--- src/rtl/tmr_pkg.sv ---
package tmr_pkg;

    localparam logic [7:0] CTRL_RESET = 8'h88;

    localparam logic [2:0] A_CTRL = 3'd0;
    localparam logic [2:0] A_CNT  = 3'd1;
    localparam logic [2:0] A_GR0  = 3'd2;
    localparam logic [2:0] A_FLAG = 3'd4;

    typedef enum logic [2:0] {
        OC_NONE  = 3'b000,
        OC_LOW   = 3'b001,
        OC_HIGH  = 3'b010,
        OC_TGL   = 3'b011,
        IC_RISE  = 3'b100,
        IC_FALL  = 3'b101,
        IC_BOTH  = 3'b110,
        IC_BOTHX = 3'b111
    } io_code_e;

    typedef struct packed {
        logic is_cap;
        logic out_en;
        logic on_rise;
        logic on_fall;
    } io_dec_t;

    typedef struct packed {
        logic rise;
        logic fall;
    } edge_t;

    function automatic io_dec_t decode_io(input logic [2:0] code);
        io_dec_t d;
        d.is_cap  = code[2];
        d.out_en  = !code[2] && (code[1:0] != 2'b00);
        d.on_rise = code[2] && (code[1] || !code[0]);
        d.on_fall = code[2] && (code[1] || code[0]);
        return d;
    endfunction

endpackage

--- src/rtl/free_cnt.sv ---
module free_cnt #(
    parameter int W = 16
) (
    input  logic         clk,
    input  logic         rst,
    input  logic         en,
    input  logic         ld,
    input  logic [W-1:0] ld_val,
    output logic [W-1:0] cnt
);
    always_ff @(posedge clk) begin
        if (rst)     cnt <= '0;
        else if (ld) cnt <= ld_val;
        else if (en) cnt <= cnt + W'(1);
    end

    p_cnt_step_r3: assert property (@(posedge clk) disable iff (rst)
        (en && !ld) |=> (cnt == $past(cnt) + W'(1)));

    p_cnt_hold_r3: assert property (@(posedge clk) disable iff (rst)
        (!en && !ld) |=> $stable(cnt));
endmodule

--- src/rtl/pin_edge_sync.sv ---
module pin_edge_sync
    import tmr_pkg::*;
#(
    parameter int STAGES = 2
) (
    input  logic  clk,
    input  logic  rst,
    input  logic  pin,
    output edge_t ev
);
    logic [STAGES:0] sh;

    always_ff @(posedge clk) begin
        if (rst) sh <= '0;
        else     sh <= {sh[STAGES-1:0], pin};
    end

    assign ev.rise = sh[STAGES-1] & ~sh[STAGES];
    assign ev.fall = ~sh[STAGES-1] & sh[STAGES];
endmodule

--- src/rtl/gr_unit.sv ---
module gr_unit
    import tmr_pkg::*;
#(
    parameter int W = 16,
    parameter int SYNC_STAGES = 2,
    parameter logic [W-1:0] GR_RESET = '1
) (
    input  logic         clk,
    input  logic         rst,
    input  logic         cnt_en,
    input  logic [W-1:0] cnt,
    input  logic [2:0]   code,
    input  logic         gr_we,
    input  logic [W-1:0] gr_wdata,
    input  logic         flag_clr,
    input  logic         pin_in,
    output logic [W-1:0] gr_q,
    output logic         flag,
    output logic         pin_out,
    output logic         pin_oe
);
    io_dec_t dec;
    edge_t   ev;
    logic    match;
    logic    cap;

    pin_edge_sync #(.STAGES(SYNC_STAGES)) u_sync (
        .clk(clk), .rst(rst), .pin(pin_in), .ev(ev)
    );

    assign dec    = decode_io(code);
    assign match  = !dec.is_cap && cnt_en && (cnt == gr_q);
    assign cap    = (dec.on_rise && ev.rise) || (dec.on_fall && ev.fall);
    assign pin_oe = dec.out_en;

    always_ff @(posedge clk) begin
        if (rst)        gr_q <= GR_RESET;
        else if (cap)   gr_q <= cnt;
        else if (gr_we) gr_q <= gr_wdata;
    end

    always_ff @(posedge clk) begin
        if (rst) begin
            pin_out <= 1'b0;
        end else if (match) begin
            unique case (io_code_e'(code))
                OC_LOW:  pin_out <= 1'b0;
                OC_HIGH: pin_out <= 1'b1;
                OC_TGL:  pin_out <= ~pin_out;
                default: pin_out <= pin_out;
            endcase
        end
    end

    always_ff @(posedge clk) begin
        if (rst)                flag <= 1'b0;
        else if (match || cap)  flag <= 1'b1;
        else if (flag_clr)      flag <= 1'b0;
    end

    p_cap_load_r8: assert property (@(posedge clk) disable iff (rst)
        cap |=> (gr_q == $past(cnt)));

    p_event_wins_r12: assert property (@(posedge clk) disable iff (rst)
        (match || cap) |=> flag);

    p_flag_sticky_r12: assert property (@(posedge clk) disable iff (rst)
        (flag && !flag_clr) |=> flag);

    p_toggle_r7: assert property (@(posedge clk) disable iff (rst)
        (match && code == 3'b011) |=> (pin_out != $past(pin_out)));

    p_cap_pin_hold_r13: assert property (@(posedge clk) disable iff (rst)
        code[2] |=> $stable(pin_out));
endmodule

--- src/rtl/dual_ccr_timer.sv ---
module dual_ccr_timer
    import tmr_pkg::*;
#(
    parameter int CNT_W = 16,
    parameter int SYNC_STAGES = 2
) (
    input  logic             clk,
    input  logic             rst,
    input  logic             cnt_en,
    input  logic [2:0]       addr,
    input  logic             wr_en,
    input  logic [CNT_W-1:0] wr_data,
    output logic [CNT_W-1:0] rd_data,
    input  logic [1:0]       pin_in,
    output logic [1:0]       pin_out,
    output logic [1:0]       pin_oe,
    output logic [1:0]       flag
);
    localparam int N_CH = 2;
    localparam int FLD_STRIDE = 4;

    logic [CNT_W-1:0] cnt;
    logic [2:0]       fld [N_CH];
    logic [CNT_W-1:0] gr  [N_CH];
    logic [7:0]       ctrl_rd;

    free_cnt #(.W(CNT_W)) u_cnt (
        .clk(clk), .rst(rst), .en(cnt_en),
        .ld(wr_en && addr == A_CNT), .ld_val(wr_data), .cnt(cnt)
    );

    for (genvar i = 0; i < N_CH; i++) begin : g_ch
        always_ff @(posedge clk) begin
            if (rst)
                fld[i] <= CTRL_RESET[FLD_STRIDE*i +: 3];
            else if (wr_en && addr == A_CTRL)
                fld[i] <= wr_data[FLD_STRIDE*i +: 3];
        end

        gr_unit #(.W(CNT_W), .SYNC_STAGES(SYNC_STAGES)) u_gr (
            .clk      (clk),
            .rst      (rst),
            .cnt_en   (cnt_en),
            .cnt      (cnt),
            .code     (fld[i]),
            .gr_we    (wr_en && addr == A_GR0 + 3'(i)),
            .gr_wdata (wr_data),
            .flag_clr (wr_en && addr == A_FLAG && !wr_data[i]),
            .pin_in   (pin_in[i]),
            .gr_q     (gr[i]),
            .flag     (flag[i]),
            .pin_out  (pin_out[i]),
            .pin_oe   (pin_oe[i])
        );
    end

    assign ctrl_rd = {1'b1, fld[1], 1'b1, fld[0]};

    always_comb begin
        rd_data = '0;
        unique case (addr)
            3'd0:    rd_data = CNT_W'(ctrl_rd);
            3'd1:    rd_data = cnt;
            3'd2:    rd_data = gr[0];
            3'd3:    rd_data = gr[1];
            3'd4:    rd_data = CNT_W'(flag);
            default: rd_data = '0;
        endcase
    end

    p_ctrl_rsv_r1: assert property (@(posedge clk) disable iff (rst)
        (addr == A_CTRL) |-> (rd_data[7] && rd_data[3]));

    p_oe_mode_r13: assert property (@(posedge clk) disable iff (rst)
        (pin_oe[0] |-> !rd_data_ctrl_cap(ctrl_rd, 0)) and
        (pin_oe[1] |-> !rd_data_ctrl_cap(ctrl_rd, 1)));

    function automatic logic rd_data_ctrl_cap(input logic [7:0] c, input int ch);
        return c[FLD_STRIDE*ch + 2];
    endfunction
endmodule

--- config.mk ---
export PLATFORM = sky130hd
export DESIGN_NAME = dual_ccr_timer
export DESIGN_NICKNAME = d
export VERILOG_FILES = /design/src/rtl/tmr_pkg.sv /design/src/rtl/free_cnt.sv /design/src/rtl/pin_edge_sync.sv /design/src/rtl/gr_unit.sv /design/src/rtl/dual_ccr_timer.sv
export SDC_FILE = /design/constraint.sdc
export NUM_CORES = 1
export LEC_CHECK = 0
export CAP_MARGIN = 20
export CORE_ASPECT_RATIO = 0.75
export CORE_MARGIN = 1
export CORE_UTILIZATION = 51
export DETAILED_ROUTE_END_ITERATION = 10
export HOLD_SLACK_MARGIN = 0.12
export PLACE_DENSITY = 0.77
export SYNTH_ARGS = -nofsm -noshare
export SYNTH_HDL_FRONTEND = slang
export SYNTH_SLANG_ARGS = --single-unit
export TNS_END_PERCENT = 50
--- constraint.sdc ---
create_clock -name clk -period 1.5 [get_ports clk]
set_input_delay 0.3 -clock clk [delete_from_list [all_inputs] [get_ports clk]]
set_output_delay 0.3 -clock clk [all_outputs]
set_load 0.01 [all_outputs]
# ---- Word level (Yosys, flattened, before mapping)
# Memory sizes are Yosys's and may differ from the RTL's.
# Index checks and enable logic that the tools add are counted.
dict set report word_totals {
  reg_bits 58
  ram_bits 6
  in_bits 25
  output_inout_bits 22
  elab_cells 102
  memories 1
}
# memory depth width rd rd_ports_with_merged_regs write_ports line
set mem_list {}
lappend mem_list {fld 2 3 2 0 2 dual_ccr_timer.sv:23} ;# logic [2:0] fld [N_CH];
dict set report op_classes {
  addsub 1
  eq_ne 12
  mux 20
  bitwise_logic 12
  n_reduce_logical 47
}
# operator n
set op_table {}
lappend op_table {{16-bit two-way mux} 6}
lappend op_table {{16-bit one-hot mux with 5 select lines} 1}
lappend op_table {{16-bit == test} 2}
lappend op_table {{1-bit logical AND} 21}
lappend op_table {{3-bit by 2-bit == test with 1-bit output, second input constant} 6}
lappend op_table {{16-bit by 1-bit adder with 16-bit output, second input constant} 1}
lappend op_table {{2-bit nonzero test} 7}
lappend op_table {{3-bit by 1-bit == test with 1-bit output, second input constant} 3}
lappend op_table {{1-bit two-way mux} 9}
lappend op_table {{1-bit logical OR} 8}
lappend op_table {{1-bit zero test} 6}
lappend op_table {{3-bit two-way mux} 2}
lappend op_table {{1-bit inverter} 6}
lappend op_table {{1-bit one-hot mux with 3 select lines} 2}
lappend op_table {{3-bit nonzero test} 2}
lappend op_table {{1-bit bitwise AND} 4}
lappend op_table {{2-bit AND reduction} 2}
lappend op_table {{3-bit == test, second input constant} 1}
lappend op_table {{3-bit zero test} 1}
lappend op_table {{1-bit bitwise OR} 2}

# ---- Depth between registers and ports, before layout
# Gate-level depths: netlist of the first run.
# An unclocked memory read counts as a cell.
dict set report logic_depth {
  word_depth 8
  mapped_depth 7
  mapped_depth_nobuf 6
}

# ---- By module
# From an unflattened synthesis of the first run, not the netlist that was laid out.
dict set report unflattened {
  hier_cells 464
  hier_area_um2 4177.8
}
# module instances cells_each area_each_um2 seq_area_each_um2
set modules_own_cells {}
lappend modules_own_cells {gr_unit 2 126 1102.3 360.3}
lappend modules_own_cells {free_cnt 1 112 984.7 320.3}
lappend modules_own_cells {dual_ccr_timer 1 84 805.8 180.2}
lappend modules_own_cells {pin_edge_sync 2 8 91.3 60.1}

# ---- Least setup slack after synthesis of the first run
# OpenSTA, ideal clock, no wires.
dict set report synth_path {
  path_kind {input to output}
  start {input addr[0]}
  end {output rd_data[11]}
  t_arrival_ps 1316
  required_time_ps 1200
  setup_slack_ps -116
  cell_stages 5
  n_path_buf 2
  cell_sequence {buf_2 > buf_2 > mux2_2 > a22oi_1 > nor2_1}
}
dict set report synth_via {
  elab_chain_len 2
  elab_cells_between_ends 6
  classes_between {eq/ne (4); mux (1); reduce/logical (1)}
}
# element line
set synth_lines {}
lappend synth_lines {{from (decl)} dual_ccr_timer.sv:10} ;# input logic [2:0] addr,
lappend synth_lines {{3-bit == test, or another cell as far along} dual_ccr_timer.sv:61} ;# unique case (addr)
lappend synth_lines {{16-bit one-hot mux with 5 select lines (*)} dual_ccr_timer.sv:61}
lappend synth_lines {{to (decl)} dual_ccr_timer.sv:13} ;# output logic [CNT_W-1:0] rd_data,
# Every way passes the cells marked *; elsewhere a longest branch is shown, timed or not.

==> results.tsv, run 1 <==
metric	value	unit
slew_violations	0	
rsz0062_at_grt	yes	
synthCells	492	
crit_end	rd_data[2]	
startpoint	fld[0][2]$_SDFFCE_PN0P_	
rr_startpoint	fld[1][0]$_SDFFCE_PN0P_	
grt_pass1_vias	4540	
avgSynthCellArea	8.14	um^2
hp-class	in2reg	
cts_tree	yes	
crit_type	reg2out	
cts_htree_levels	3	
path_delay_family	multiplexers	
drt_iter0_drc	624	
rrSetupSlack	-0.24	ns
tns	-9.84	ns
cp-start-kind	flip-flop	
status	finished with violations	
synth-edff-count	6	
portBuffers	46	
arrival	1.54	ns
ys_seq_elements	64	
gp_congestion	0.911	
final_cell_area	6400	um^2
cts_root_buffer	clkbuf_8	
grt_max_degree	34	
numCtsBuffers	9	
start_util	0.536	
slew-limit-headroom	0.671	
tightestPinTransition	0.494	ns
synthArstFlopShare	0	
p_per_area	800	nW/um^2
ys_warn_count	0	
post_dp_cell_area	5120	um^2
clk_latency	0.36	ns
fin_crit	1.84	ns
synthesis.area	4010	um^2
fmax	544	MHz
cp_cell_sequence	mux4_2 > nor2b_1 > buf_2	
antenna_found_initial	0	
grt_first_pass_wirelength	24300	um
ys_types	44	
irDropWorstVdd	0.000513	V
final_hold_viol_count	0	
grt_overflow	0	
setup_viol	63	
die_w	104	um
wl_per_cell	25.0	um
antenna_left	0	
worst_r2r_path_depth	6	
area_delta_synth_final	59.8	%
ios	47	
num_rows	27	
worst_path_max_delay_cell	mux4_2	
timing.final.crit_share	1.23	
syn_nets	518	
clk_pin_slew	0.08	ns
crit_cells	3	
reg2reg_to	g_ch[1].u_gr.gr_q[9]$_SDFFE_PP1P_	
cp_max_fo	2	
synth_flop_cell	dfxtp_1	
skew	0.00713	ns
diodes	0	
place_hpwl	8670	um
clockBufferDepth	2	
core_area	7470	um^2
drcViolationCount	0	
cp_slowest_stage_delay	0.46	ns
p_leak	2.77	nW
cp.required	1.20	ns
fin_nets	665	
die_h	78.7	um
critPathCaptureType	primary output	
drive_gt1_frac	0.489	
clkSinkCount	64	
ys_seq_area_frac	0.335	
firstDrtPassIters	5	
violations	negative setup slack	
grt_usage	0.394	
routed_wl	18600	um
die_area	8220	um^2
cts_hold_buf	0	
num_vias	4888	
vias_per_cell	6.56	
worst_slack	-0.339	ns
critPathBufInv	1	
cap_violations	0	
cell usage after synthesis (4+ instances only):
cell type / n / area (um^2)
or2_2: 23 / 144
and2_1: 6 / 37.5
or2_1: 9 / 56.3
xor2_1: 17 / 149
a31oi_1: 34 / 213
a22oi_1: 12 / 90.1
nand3b_1: 5 / 37.5
mux2_2: 10 / 113
nor2_1: 66 / 248
buf_2: 19 / 95.1
mux2i_1: 5 / 50.1
edfxtp_1: 6 / 180
a211oi_1: 13 / 97.6
nand3_1: 7 / 35.0
nor2b_1: 13 / 81.3
nand4_1: 10 / 62.6
xnor2_1: 34 / 298
mux4_2: 4 / 90.1
buf_4: 11 / 82.6
clkbuf_1: 15 / 56.3
dfxtp_1: 58 / 1160
nand2_1: 75 / 282
cell usage in the layout, fill, tap and decap left out, types with 5 or more instances in the layout:
master,instances
buf_4,107
nand2_1,74
nor2_1,49
dfxtp_1,38
xnor2_1,25
a31oi_1,25
buf_6,20
clkdlybuf4s50_1,19
buf_2,18
dfxtp_2,17
xor2_1,13
or2_4,12
a211oi_1,12
or2_2,12
a22oi_2,11
clkbuf_8,11
nor2b_1,10
nor2_4,10
nand4_1,10
buf_12,10
or2_1,9
xnor2_2,9
mux2_2,7
nor2_2,7
a31oi_4,7
and2_1,6
edfxtp_1,6
dlygate4sd2_1,6
nand3b_1,5
power by group:
group,leakage [nW],switching [mW],internal [mW],total (mW)
combinational,2.12,0.696,0.719,1.42
sequential,0.537,0.0967,1.83,1.92
clock,0.114,0.754,1.03,1.78
worst min-delay path by stage:
stage                                    startpoint                              endpoint  slack [ns]  depth (start not counted)
2_1_floorplan  g_ch[0].u_gr.u_sync.sh[0]$_SDFF_PP0_  g_ch[0].u_gr.u_sync.sh[1]$_SDFF_PP0_        0.41                          1
3_3_place_gp   g_ch[0].u_gr.u_sync.sh[0]$_SDFF_PP0_  g_ch[0].u_gr.u_sync.sh[1]$_SDFF_PP0_        0.42                          1
3_5_place_dp   g_ch[0].u_gr.u_sync.sh[0]$_SDFF_PP0_  g_ch[0].u_gr.u_sync.sh[1]$_SDFF_PP0_        0.44                          1
4_1_cts                                         rst  g_ch[1].u_gr.u_sync.sh[1]$_SDFF_PP0_        0.27                          2
5_1_grt                                         rst  g_ch[1].u_gr.u_sync.sh[0]$_SDFF_PP0_        0.29                          2
6_report                                        rst  g_ch[1].u_gr.u_sync.sh[0]$_SDFF_PP0_        0.28                          2
worst register-to-register path, stage by stage (launching register included):
cell and delay, ns:
edfxtp_1 0.40, buf_4 0.18, xor2_2 0.17, o211ai_2 0.20, buf_12 0.24, a31oi_1 0.13
or2_2 0.30
cells by family after synthesis:
family,count (synthesis),share of synthesized area
AO/OA/AOI/OAI,70,0.126
XOR/XNOR,51,0.112
adder cells (fa/ha/maj),1,0.00312
buffers and inverters,55,0.0765
flip-flops,64,0.335
multiplexers,19,0.0631
AND/OR/NAND/NOR,232,0.285
flip-flops by register name, summed over array words and instances, names as in the netlist:
signal / cells
g_ch.u_gr.gr_q: 32
u_cnt.cnt: 16
fld: 6
g_ch.u_gr.u_sync.sh: 6
g_ch.u_gr.flag: 2
g_ch.u_gr.pin_out: 2
cell type report:
class	count	area, um^2
clock buffers	13	159
clock inverters	3	65.1
fillers	323	1070
inverters	3	11.3
multi-input cells	373	2920
flip-flops and latches	64	1370
well taps	101	126
repair buffers	188	1750
repair_timing:
item,4_1_cts,5_1_grt
setup buffers,26,11
pin swaps,21,30
cloned,6,0
gates resized for setup,181,74
endpoints found under the setup margin,86,64
through the flow:
step | hold slack, ns | util | cells | power, mW | worst slack (ns)
4_1_cts | 0.265 | 0.797 | 735 | 4.78 | -0.294
3_5_place_dp | 0.436 | 0.686 | 688 | 2.93 | -0.964
5_1_grt | 0.288 | 0.857 | 745 | 5.22 | -0.350
3_3_place_gp | 0.416 | 0.686 | 688 | 2.90 | -0.911
2_1_floorplan | 0.414 | - | 492 | 2.46 | 0.0105
6_report | 0.281 | 0.857 | 745 | 5.12 | -0.339
metal layers:
layer  routed length [um]  track usage
met1                 6550        0.491
met2                 7960        0.611
met3                 2490       0.0911
met4                 1650        0.267
met5                    0            0
(Power assumes the default switching activity.)
==> run 2: changes to the inputs <==
Settings changed: ABC_AREA set to 1.
==> run 2 against run 1 <==
  * The flow still finishes with violations (negative setup slack)
  * Register-to-register slack improved by 0.13 ns
  * Non-clock buffer count decreased by 29
  * Via count rose by 4.4%
  * Sequential share of layout area grew 1.5 points
  * Total power fell by 12%
  * First-iteration DRC count up 7.7%
  * Wire length fell by 15%
  * Clock skew about the same
  * Final area is 7.6% lower
  * Maximum frequency rose by 2.2%
  * Combinational power decreased by 22%
  * Critical endpoint is now rd_data[1]
  * Highest routed layer unchanged
==> results.tsv, run 2 <==
metric	value	unit
synth_flop_cell	dfxtp_1	
num_vias	5102	
hp-class	reg2reg	
start_util	0.538	
p_leak	2.91	nW
ys_types	38	
firstDrtPassIters	7	
synth-edff-count	6	
cts_tree	yes	
rsz0062_at_grt	yes	
cp_slowest_stage_delay	0.20	ns
grt_overflow	0	
worst_r2r_path_depth	8	
worst_path_max_delay_cell	nor3_4	
grt_max_degree	18	
syn_nets	643	
cp_cell_sequence	buf_8 > inv_4 > buf_6 > nor3_4 > buf_12 > clkinvlp_4 > o22ai_2 > nor2_1 > o21ai_1 > buf_2	
ys_seq_area_frac	0.334	
drcViolationCount	0	
timing.final.crit_share	1.20	
dp_slack	-0.976	ns
startpoint	addr[0]	
place_hpwl	9790	um
p_total	4.49	mW
num_rows	27	
synth.area.top_cells	dfxtp_1 (29%), nand2_1 (16%), inv_1 (7.4%)	
antenna_left	0	
wl_per_cell	18.5	um
cap_violations	0	
cp_max_fo	5	
synthesis.area	4010	um^2
cts_htree_levels	3	
drt_iter0_drc	672	
crit_type	in2out	
p_per_area	759	nW/um^2
top_regs	g_ch.u_gr.gr_q (32), u_cnt.cnt (16)	
fmax	556	MHz
status	finished with violations	
crit_end	rd_data[1]	
ys_seq_elements	64	
core_area	7470	um^2
area_delta_synth_final	47.3	%
final_common_cell	nand2_1	
antenna_found_initial	0	
rr_startpoint	fld[1][2]$_SDFFCE_PN0P_	
final_cell_mix	nand2_1 (147), buf_4 (84), inv_1 (69), nand3_1 (47), dfxtp_1 (47)	
setup_viol	37	
cts_root_buffer	clkbuf_8	
drive_gt1_frac	0.333	
routed_wl	15900	um
ys_warn_count	0	
slew-limit-headroom	0.794	
synth_top_area_frac	0.289	
worst_slack	-0.299	ns
diodes	0	
fin_crit	1.80	ns
gp_congestion	0.971	
yosysMostFrequentCell	nand2_1	
cp-start-kind	primary input	
synthArstFlopShare	0	
violations	negative setup slack	
arrival	1.50	ns
fin_nets	778	
largest_register_ffs	32	
tns	-4.82	ns
ios	47	
cts_hold_buf	0	
critPathCaptureType	primary output	
vias_per_cell	5.95	
clockBufferDepth	2	
reg2reg_to	g_ch[1].u_gr.gr_q[14]$_SDFFE_PP1P_	
hold_ws	0.414	ns
clk_pin_slew	0.07	ns
avgSynthCellArea	6.51	um^2
die_h	78.8	um
tightestPinTransition	0.307	ns
portBuffers	46	
grt_usage	0.359	
clkSinkCount	64	
die_area	8230	um^2
grt_pass1_vias	4490	
final_hold_viol_count	0	
die_w	104	um
clk_latency	0.36	ns
rrSetupSlack	-0.11	ns
slew_violations	0	
grt_first_pass_wirelength	22600	um
synth_area_leader_cell	dfxtp_1	
cp.required	1.20	ns
irDropWorstVdd	0.000530	V
numCtsBuffers	9	
synthTopCellsByCount	nand2_1 (166), inv_1 (79), dfxtp_1 (58), nand3_1 (54), nor2_1 (53)	
skew	0.00688	ns
regMostFlops	g_ch.u_gr.gr_q	
fin_util	0.792	
synthCells	617	
==> run 2: cell count changes after synthesis, sizes merged, moves of 17 or more <==
cell     delta
or2        -33
xnor2      -32
a31oi      -33
o2111ai    +17
inv        +83
a21oi      +23
o21ai      +49
nand2      +95
nand3      +45
==> run 2: cell families after synthesis <==
logic type,after synthesis,synth area share
adders and majority gates,1,0.00312
xor gates and xnor gates,12,0.0262
and+or+nand+nor,300,0.321
DFF,64,0.334
AOI/OAI and AO/OA,118,0.182
buffers and inverters,122,0.134
==> run 2: metrics by stage <==
| step | instances | cell area (um^2) |
|---|---|---|
| 2_1_floorplan | 617 | 4010 |
| 3_3_place_gp | 817 | 5120 |
| 3_5_place_dp | 817 | 5120 |
| 4_1_cts | 844 | 5540 |
| 5_1_grt | 858 | 5910 |
| 6_report | 858 | 5910 |
==> run 2: where the power goes <==
part | total (mW) | internal [mW] | switching, mW | leakage (nW)
sequential | 1.90 | 1.82 | 0.0826 | 0.537
clock | 1.47 | 0.761 | 0.711 | 0.0941
combinational | 1.11 | 0.497 | 0.615 | 2.28
total | 4.49 | 3.08 | 1.41 | 2.91
==> run 2: area by class of cell <==
class	instances	area (um^2)
Multi-Input combinational cell	431	2470
Fill cell	513	1550
Timing Repair Buffer	159	1430
Sequential cell	64	1360
Inverter	86	335
Clock buffer	12	135
Tap cell	101	126
Clock inverter	4	45.0
Timing Repair inverter	1	7.51
==> run 2: worst min-delay path by stage <==
| stage | startpoint | to | slack, ns | depth (start not counted) |
|---|---|---|---|---|
| 2_1_floorplan | rst | u_cnt.cnt[7]$_SDFFE_PP0P_ | 0.37 | 1 |
| 3_3_place_gp | g_ch[0].u_gr.u_sync.sh[0]$_SDFF_PP0_ | g_ch[0].u_gr.u_sync.sh[1]$_SDFF_PP0_ | 0.39 | 2 |
| 3_5_place_dp | g_ch[1].u_gr.u_sync.sh[0]$_SDFF_PP0_ | g_ch[1].u_gr.u_sync.sh[1]$_SDFF_PP0_ | 0.40 | 2 |
| 4_1_cts | g_ch[1].u_gr.u_sync.sh[0]$_SDFF_PP0_ | g_ch[1].u_gr.u_sync.sh[1]$_SDFF_PP0_ | 0.41 | 2 |
| 5_1_grt | g_ch[1].u_gr.u_sync.sh[0]$_SDFF_PP0_ | g_ch[1].u_gr.u_sync.sh[1]$_SDFF_PP0_ | 0.44 | 2 |
| 6_report | g_ch[0].u_gr.u_sync.sh[0]$_SDFF_PP0_ | g_ch[0].u_gr.u_sync.sh[1]$_SDFF_PP0_ | 0.41 | 2 |
==> run 2: what timing repair did <==
action                                 in CTS  in global routing
gates cloned                                4                  0
gates resized for setup                   174                 81
endpoints found under the hold margin       0                  0
setup buffers                               7                 16
pin swaps                                  24                 49
setup endpoints to repair                  84                 64
==> run 2: routing by layer <==
layer  up-vias  GRT usage  part of all wire
li1       2298          -                 -
met5         -          0                 0
met2       408      0.554              0.44
met4         0      0.157             0.048
met1      2293      0.464              0.38
met3       103      0.111              0.13
==> run 2: worst max-delay path: cells and delay by family <==
family	cells	cell delay (ns)
buf+inv	6	0.68
simple gates	2	0.27
compound gates	2	0.25
